$ cat src/rtl/dda_pkg.sv
package dda_pkg;
   typedef enum logic [1:0] {
      SEL_K1   = 2'd0,
      SEL_K2   = 2'd1,
      SEL_SEED = 2'd2,
      SEL_NONE = 2'd3
   } dda_sel_e;
endpackage

$ cat src/rtl/dda_cfg_bank.sv
module dda_cfg_bank
   import dda_pkg::*;
#(
   parameter int CNT_W  = 11,
   parameter int SEED_W = 12
) (
   input  logic              clk,
   input  logic              rst_n,
   input  logic              cfg_we,
   input  logic [1:0]        cfg_sel,
   input  logic [SEED_W-1:0] cfg_data,
   input  logic              vsync,
   output logic [CNT_W-1:0]  sh_k1,
   output logic [CNT_W-1:0]  act_k1,
   output logic [CNT_W-1:0]  act_k2,
   output logic [SEED_W-1:0] act_seed,
   output logic [SEED_W-1:0] reload_seed
);
   logic [CNT_W-1:0]  sh_k2;
   logic [SEED_W-1:0] sh_seed;

   always_ff @(posedge clk) begin
      if (!rst_n) begin
         sh_k1    <= '0;
         sh_k2    <= '0;
         sh_seed  <= '0;
         act_k1   <= '0;
         act_k2   <= '0;
         act_seed <= '0;
      end else begin
         if (cfg_we) begin
            case (dda_sel_e'(cfg_sel))
               SEL_K1:   sh_k1   <= cfg_data[CNT_W-1:0];
               SEL_K2:   sh_k2   <= cfg_data[CNT_W-1:0];
               SEL_SEED: sh_seed <= cfg_data;
               default:  ;
            endcase
         end
         if (vsync) begin
            act_k1   <= sh_k1;
            act_k2   <= sh_k2;
            act_seed <= sh_seed;
         end
      end
   end

   // a reload coinciding with the transfer sees the incoming seed
   assign reload_seed = vsync ? sh_seed : act_seed;
endmodule

$ cat src/rtl/dda_step_core.sv
module dda_step_core #(
   parameter int CNT_W  = 11,
   parameter int SEED_W = 12,
   parameter int ACC_W  = 13
) (
   input  logic              clk,
   input  logic              rst_n,
   input  logic              line_start,
   input  logic              tick,
   input  logic [CNT_W-1:0]  k1,
   input  logic [CNT_W-1:0]  k2,
   input  logic [SEED_W-1:0] seed,
   output logic              adv,
   output logic [CNT_W-1:0]  idx
);
   localparam int K_EXT = ACC_W - CNT_W - 1;
   localparam int S_EXT = ACC_W - SEED_W;

   generate
      if (ACC_W < CNT_W + 2) begin : g_bad_acc
         $error("ACC_W must be at least CNT_W+2");
      end
      if (SEED_W < CNT_W + 1) begin : g_bad_seed
         $error("SEED_W must be at least CNT_W+1");
      end
   endgenerate

   logic [ACC_W-1:0] acc_q;
   logic [ACC_W-1:0] k1_x2, k2_x2, seed_x;
   logic             acc_pos, room;

   assign k1_x2   = {{K_EXT{1'b0}}, k1, 1'b0};
   assign k2_x2   = {{K_EXT{k2[CNT_W-1]}}, k2, 1'b0};
   assign seed_x  = {{S_EXT{seed[SEED_W-1]}}, seed};
   assign acc_pos = !acc_q[ACC_W-1] && (acc_q != '0);
   assign room    = idx < k1;

   always_ff @(posedge clk) begin
      if (!rst_n) begin
         acc_q <= '0;
         idx   <= '0;
         adv   <= 1'b0;
      end else if (line_start) begin
         acc_q <= seed_x;
         idx   <= '0;
         adv   <= 1'b0;
      end else if (tick) begin
         if (acc_pos) begin
            acc_q <= acc_q + k2_x2;
            adv   <= room;
            if (room) idx <= idx + 1'b1;
         end else begin
            acc_q <= acc_q + k1_x2;
            adv   <= 1'b0;
         end
      end else begin
         adv <= 1'b0;
      end
   end
endmodule

$ cat src/rtl/dda_stretch_stepper.sv
module dda_stretch_stepper #(
   parameter int CNT_W = 11
) (
   input  logic             clk,
   input  logic             rst_n,
   input  logic             cfg_we,
   input  logic [1:0]       cfg_sel,
   input  logic [CNT_W:0]   cfg_data,
   input  logic             vsync,
   input  logic             line_start,
   input  logic             tick,
   output logic             adv,
   output logic [CNT_W-1:0] idx
);
   localparam int SEED_W = CNT_W + 1;
   localparam int ACC_W  = CNT_W + 2;

   logic [CNT_W-1:0]  sh_k1, act_k1, act_k2;
   logic [SEED_W-1:0] act_seed, reload_seed;

   dda_cfg_bank #(.CNT_W(CNT_W), .SEED_W(SEED_W)) bank_i (
      .clk(clk), .rst_n(rst_n), .cfg_we(cfg_we), .cfg_sel(cfg_sel),
      .cfg_data(cfg_data), .vsync(vsync), .sh_k1(sh_k1),
      .act_k1(act_k1), .act_k2(act_k2), .act_seed(act_seed),
      .reload_seed(reload_seed)
   );

   dda_step_core #(.CNT_W(CNT_W), .SEED_W(SEED_W), .ACC_W(ACC_W)) core_i (
      .clk(clk), .rst_n(rst_n), .line_start(line_start), .tick(tick),
      .k1(act_k1), .k2(act_k2), .seed(reload_seed), .adv(adv), .idx(idx)
   );
endmodule

$ cat config.mk
export PLATFORM = sky130hd
export DESIGN_NAME = dda_stretch_stepper
export DESIGN_NICKNAME = d
export VERILOG_FILES = /design/src/rtl/dda_pkg.sv /design/src/rtl/dda_cfg_bank.sv /design/src/rtl/dda_step_core.sv /design/src/rtl/dda_stretch_stepper.sv
export SDC_FILE = /design/constraint.sdc
export NUM_CORES = 1
export LEC_CHECK = 0
export BUFFER_PORTS_ARGS = -buffer_cell sky130_fd_sc_hd__buf_4
export CAP_MARGIN = 20
export CORE_MARGIN = 8
export CORE_UTILIZATION = 52
export DETAILED_ROUTE_END_ITERATION = 16
export HOLD_SLACK_MARGIN = 0.02
export PLACE_DENSITY = 0.71
export SKIP_CTS_REPAIR_TIMING = 1
export SLEW_MARGIN = 20
export SYNTH_ARGS = -nofsm -noshare
export SYNTH_HDL_FRONTEND = slang
export SYNTH_HIERARCHICAL = 1
export SYNTH_SLANG_ARGS = --single-unit
$ cat constraint.sdc
create_clock -name clk -period 3.7 [get_ports clk]
set_clock_uncertainty 0.2 [all_clocks]
set_input_delay 0.185 -clock clk [delete_from_list [all_inputs] [get_ports clk]]
set_output_delay 0.185 -clock clk [all_outputs]
set_load 0.02 [all_outputs]
==> run metrics, run 1 <==
vias in the first global route=between 3k and 4k; I/O Buffers=31; fmax=just over 300 MHz; Starting DRT DRC Count=196; Synth Area per Inst=around 9.5 sq um; dpl cells=approximately 600; htree depth=3; TritonRoute pass-1 iters=5; Die X=110 um; unrepaired setup endpoints after global routing=false; worst setup path class=reg -> reg; Cells after Synth=about 480; Setup crit start kind=flop; Cell Pwr Density=slightly below 400 nW/um^2; Core Box Area=roughly 8600 sq um; post-synthesis sequential area ratio=between 40% and 50%; final setup fails=0; endpoint class of the critical path=flop; share of synthesized registers carrying an async set or reset=0%; Final Net Count=556; Syn Nets=approximately 530; post-synth design cell area=~4600 sq um; CTS Buffer Depth=2; type of the most critical hold path=in -> reg; WL/cell=approximately 16 um; top-level port count=32; Clk pin slew, worst setup/hold paths=90 ps; DRC=0; Seq cells post-synth=93; die area=12000 sq um; outcome=completed; final hold violations=0; Initial Util=between 50 and 60%; Die Y=around 110 um; Worst EP required=between 3000 and 4000 ps; Synth cell types=approximately 50; YS warnings=6; min Tclk post-route=about 3300 ps; top post-synthesis cells by area=dfxtp_1, mux2i_1, ha_1; pin count of the biggest net entering global routing=85; Max-slew headroom=41.9%; Via density=5.46; clock sinks=a little over 90; post-synth top area cell=dfxtp_1; max_cap viols=0; CTS Buf Count=9; Worst-Skew Late Latency=360 ps; Fin Setup TNS=0 ps; crit-path max FO=13; Post-synth EDFFs=0; Layout area overhead=12.9%; ANT cells=0; grt total ovfl=0; WP data arrival=approximately 3400 ps; Vias=roughly 3.4k; Fin Hold WS=around 43 ps; share of the synthesized area in the top cell type=40.8%; row count=34; Pwr Total=between 0.0015 and 0.002 W; gpl congestion=just under 0.9; Layout Cells excl Fill=625; Final Cycle Share=89.5%; peak supply drop=0.000236 V; first-pass GRT wire length=approximately 16000 um; fin. max-slew vios=0; P_leak=2.34 nW; setup ws final=between 300 and 400 ps; layout cells sized above 1=13.3%; dpl hpwl=slightly above 7000 um; Root Driver=clkbuf_8; Top FF cell, synth=dfxtp_1; dpl ws=approximately 510 ps; GRT Overall Usage=between 15 and 20%; initial antenna violation count=0; slew of the pin with the lowest slew margin=~870 ps; CTS tree=built; Detailed Route WL=~10000 um; Routed Antenna Nets=0
final timing paths:
| path | start | end | slack (ps) | cells past startpoint |
|---|---|---|---|---|
| setup / recovery | core_i/acc_q[2] | core_i/acc_q[9] | 390 | 11 |
| hold / removal | line_start | core_i/acc_q[2] | 40 | 3 |
| hold reg to reg | bank_i/sh_k1[9] | bank_i/sh_k1[9] | 260 | 2 |
| setup reg to reg | core_i/acc_q[2] | core_i/acc_q[9] | 390 | 11 |
cell usage after synthesis (all sizes together) (2+ instances only):
| cell type | instances |
|---|---|
| a21o | 5 |
| a21oi | 25 |
| and3 | 2 |
| dfxtp | 93 |
| buf | 11 |
| nor2 | 21 |
| nand4 | 5 |
| o2111ai | 3 |
| mux2 | 13 |
| o22ai | 3 |
| nor2b | 24 |
| clkbuf | 15 |
| xnor2 | 6 |
| a211oi | 3 |
| ha | 23 |
| inv | 15 |
| nor4 | 3 |
| nand3 | 6 |
| xor2 | 9 |
| or4 | 2 |
| o21ai | 22 |
| o31ai | 3 |
| nand3b | 2 |
| or3 | 3 |
| nor3b | 2 |
| nand2 | 69 |
| a22oi | 2 |
| nor3 | 2 |
| a31oi | 2 |
| mux2i | 64 |
| and2 | 12 |
metrics by stage:
step / cell area, sq um / util [%]
floorplan: 4560 / -
global placement: 4810 / 55.7
detailed placement: 4810 / 55.7
CTS: 5030 / 58.3
global route: 5150 / 59.7
finish: 5150 / 59.7
cell usage in the layout (no fill, tap or decap), types with 6 or more instances in the layout:
cell type / n
dlygate4sd3_1: 12
nor2b_1: 24
o21ai_0: 21
mux2i_1: 64
mux2_4: 8
and2_1: 12
inv_1: 15
buf_4: 33
xor2_1: 9
clkbuf_8: 9
nand2_1: 69
nand3_1: 6
ha_1: 23
nor2_1: 21
xnor2_1: 6
dfxtp_1: 93
a21oi_1: 24
layer usage:
layer	track usage (%)	vias to the layer above	share of wire, %	wire, um
met4	6.85	0	1.6	163
li1	-	1727	-	-
met3	3.87	16	5.2	527
met5	0	-	0	0
met1	23.6	1583	49	4870
met2	26.1	89	45	4480
state kept, by name (all words and copies together) (netlist names):
name	count
bank_i/act_k2	11
core_i/idx	11
bank_i/sh_k1	11
bank_i/sh_k2	11
bank_i/act_seed	12
bank_i/act_k1	11
core_i/adv	1
core_i/acc_q	13
bank_i/sh_seed	12
logic make-up (layout without fill, tap and decap cells):
kind of cell | count (synthesis) | count (layout) | share of synthesized area (%)
adder cells (fa/ha/maj) | 24 | 24 | 6.74
AO/OA/AOI/OAI | 76 | 76 | 10.5
flip-flops | 93 | 93 | 40.8
AND/OR/NAND/NOR | 155 | 155 | 16.9
buffers and inverters | 42 | 77 | 4.30
multiplexers | 77 | 77 | 17.9
XOR/XNOR | 15 | 15 | 2.88
layout make-up:
type                            instances  area (sq um)
Clock buffer                           10           128
Clock inverter                          6          93.8
Fill cell                             743          3480
Inverter                               16          60.1
Multi-Input combinational cell        347          2510
Sequential cell                        93          1860
Tap cell                              108           135
Timing Repair Buffer                   45           368
worst max-delay path, stage by stage, from the launching register on:
cell and delay [ps]:
dfxtp_1 370, nor4_2 450, a31oi_4 210, buf_4 220, o21ai_0 380, fa_1 300
a21oi_1 100, o21ai_0 230, nand3_1 110, a21boi_0 320, nor3_1 90, o32ai_1 250
power breakdown:
group / internal, W / switching (W) / total (W) / leakage, nW
Clock: 0.000388 / 0.000367 / 0.000756 / 0.113
Sequential: 0.00102 / 0.0000157 / 0.00104 / 0.753
Combinational: 0.0000896 / 0.000113 / 0.000203 / 1.48
Total: 0.00150 / 0.000496 / 0.00200 / 2.34
Power figures use the tool's default switching activity.
==> run 2, diff against run 1 <==
--- a/config.mk
+++ b/config.mk
@@ -5,6 +5,7 @@
 export SDC_FILE = /design/constraint.sdc
 export NUM_CORES = 1
 export LEC_CHECK = 0
+export ABC_AREA = 1
 export BUFFER_PORTS_ARGS = -buffer_cell sky130_fd_sc_hd__buf_4
 export CAP_MARGIN = 20
 export CORE_MARGIN = 8
==> run metrics, run 2 <==
outcome=completed; Core Box Area=9200 sq um (+6.5%); final setup fails=0 (unchanged); Clk pin slew, worst setup/hold paths=100 ps (about the same); Final Cycle Share=83.8% (-5.7 points); Max-slew headroom=42.4% (+0.50 points); TritonRoute pass-1 iters=5 (unchanged); ANT cells=0 (unchanged); Layout area overhead=11.1%; share of the synthesized area in the top cell type=38.0% (-2.8 points); fmax=322 MHz (+6.8%); dpl hpwl=8560 um (+19%); Reg with most FFs=core_i/acc_q; max_cap viols=0 (unchanged); slew of the pin with the lowest slew margin=861 ps (-8.10 ps); Fin Setup TNS=0 ps (unchanged); Min-Delay Path Depth=3 (unchanged); top post-synthesis cells by area=dfxtp_1, nand2_1, nor2_1; WL/cell=13.9 um (-14%); gpl congestion=0.885 (-0.55%); Starting DRT DRC Count=358 (+83%); most frequent cell after synthesis=nand2_1; max reg flops=13 (unchanged); I/O Buffers=31 (unchanged); Vias=4429 (+30%); Detailed Route WL=12000 um (+19%); Seq cells post-synth=93 (unchanged); worst setup path class=reg -> reg; row count=35 (+2.9%); largest registers=core_i/acc_q (13), bank_i/act_seed (12), bank_i/sh_seed (12); clock sinks=93 (unchanged); post-synth top area cell=dfxtp_1; htree depth=3 (unchanged); Pwr Total=0.00276 W (+38%); YS warnings=6 (unchanged); WP data arrival=3200 ps (-180 ps); post-synth design cell area=4900 sq um (+7.4%); unrepaired setup endpoints after global routing=false; crit-path max FO=21 (+8); Via density=5.14 (-5.9%); Synth cell types=39 (-24%); commonest cells in the netlist=nand2_1, nor2_1, dfxtp_1; Initial Util=53.3% (+0.47 points); DRC=0 (unchanged); layout cells sized above 1=10.8% (-2.5 points); fillers=873 (+17%); grt total ovfl=0 (unchanged); peak supply drop=0.000223 V (-5.6%); vias in the first global route=4120 (+30%); fin. max-slew vios=0 (unchanged); CTS tree=built; Final Core Density=59.2% (-0.43 points); Synth Area per Inst=6.83 sq um (-28%); pin count of the biggest net entering global routing=62 (-27%); min Tclk post-route=3100 ps (-211 ps); Final Net Count=789 (+42%); Worst EP required=3800 ps (+30 ps); cell repeated most along the worst path=nand2_1; Syn Nets=762 (+45%); most frequent cells in the layout=nand2_1, nor2_1, dfxtp_1; Max stage delay on crit path=450 ps (about the same); Slowest cell on crit path=fa_1; P_leak=2.60 nW (+11%); CTS Buf Count=9 (unchanged); Post-synth EDFFs=0 (unchanged); first-pass GRT wire length=19900 um (+22%); crit-path cells=nor2_1, nand2_1, nor2_1, nand2_2, nand2_2, mux2_2, ha_1, fa_1, nand3_1, nand3_1, nand2_1, nand2_1, a21oi_1, o21ai_0, a21oi_1; Setup crit start kind=flop; commonest non-fill, non-tap cell in the layout=nand2_1; Routed Antenna Nets=0 (unchanged); Die X=113 um (+3.1%); Cell Pwr Density=506 nW/um^2 (+31%); Root Driver=clkbuf_8; Cells after Synth=718 (+49%); final hold violations=0 (unchanged); Die Y=113 um (+3.1%); post-synthesis sequential area ratio=38.0% (-2.8 points); die area=12800 sq um (+6.3%); type of the most critical hold path=in -> reg; R2R cell count=15 (+4); Worst-Skew Late Latency=370 ps (about the same); top-level port count=32 (unchanged); share of synthesized registers carrying an async set or reset=0% (unchanged); initial antenna violation count=0 (unchanged); endpoint class of the critical path=flop; Top FF cell, synth=dfxtp_1; GRT Overall Usage=19.1% (+1.7 points); CTS Buffer Depth=2 (unchanged)
-- run 2: cell types whose count changed after synthesis, sizes merged, moves of 11 or more --
| cell | before | now |
|---|---|---|
| nor2 | 21 | 125 |
| a21oi | 25 | 79 |
| nor2b | 24 | 0 |
| nand2 | 69 | 181 |
| and2 | 12 | 1 |
| mux2 | 13 | 1 |
| inv | 15 | 78 |
| mux2i | 64 | 0 |
| nand3 | 6 | 41 |
-- run 2: final cells by class --
type	count	area, sq um	share of cell area [%]
repair buffers	45	370	6.80
clock inverters	7	62.6	1.15
flip-flops and latches	93	1860	34.2
inverters	80	300	5.51
clock buffers	9	124	2.27
multi-input cells	516	2590	47.5
well taps	111	139	2.55
-- run 2: power by group --
group          leakage [nW]  switching (W)  total [W]  internal (W)
Combinational          1.74       0.000651   0.000986      0.000335
Clock                0.0984       0.000404   0.000665      0.000261
Sequential            0.760      0.0000439    0.00111       0.00106
-- run 2: worst max-delay path: cells and delay by family (launching register included) --
| kind | cells | cell delay, ps |
|---|---|---|
| compound gates | 3 | 320 |
| fa+ha+maj | 2 | 700 |
| flops | 1 | 350 |
| mux | 1 | 390 |
| simple gates | 9 | 1090 |
-- run 2: stage by stage --
stage / hold WS [ps] / cell area [sq um] / worst slack [ps] / instances
after floorplan: 82.6 / 4900 / 1120 / 718
after global placement: 216 / 5130 / 696 / 832
after detailed placement: 234 / 5130 / 657 / 832
after CTS: -163 / 5320 / 629 / 848
after global routing: 47.2 / 5450 / 372 / 861
final: 52.8 / 5450 / 598 / 861
-- run 2: final timing paths --
kind | startpoint | endpoint | slack [ps]
max | core_i/acc_q[4] | core_i/acc_q[7] | 600
min | cfg_we | bank_i/sh_k1[2] | 50
max reg2reg | core_i/acc_q[4] | core_i/acc_q[7] | 600
min reg2reg | bank_i/act_seed[2] | bank_i/act_seed[2] | 270
-- run 2: per-layer routing --
| layer | track usage, % | vias to the layer above | share of wire [%] |
|---|---|---|---|
| li1 | - | 2329 | - |
| met1 | 26.0 | 1978 | 48 |
| met2 | 29.4 | 104 | 45 |
| met3 | 3.35 | 18 | 5.0 |
| met4 | 7.10 | 0 | 2.1 |
| met5 | 0 | - | 0 |
-- run 2: logic make-up (layout without fill, tap and decap cells) --
| family | after synthesis | count (layout) | share of synthesized area, % |
|---|---|---|---|
| AND/OR/NAND/NOR | 360 | 360 | 31.2 |
| AO/OA/AOI/OAI | 122 | 122 | 13.5 |
| buffers and inverters | 109 | 141 | 9.21 |
| flip-flops | 93 | 93 | 38.0 |
| adder cells (fa/ha/maj) | 24 | 24 | 6.28 |
| XOR/XNOR | 9 | 9 | 1.61 |
| multiplexers | 1 | 1 | 0.230 |
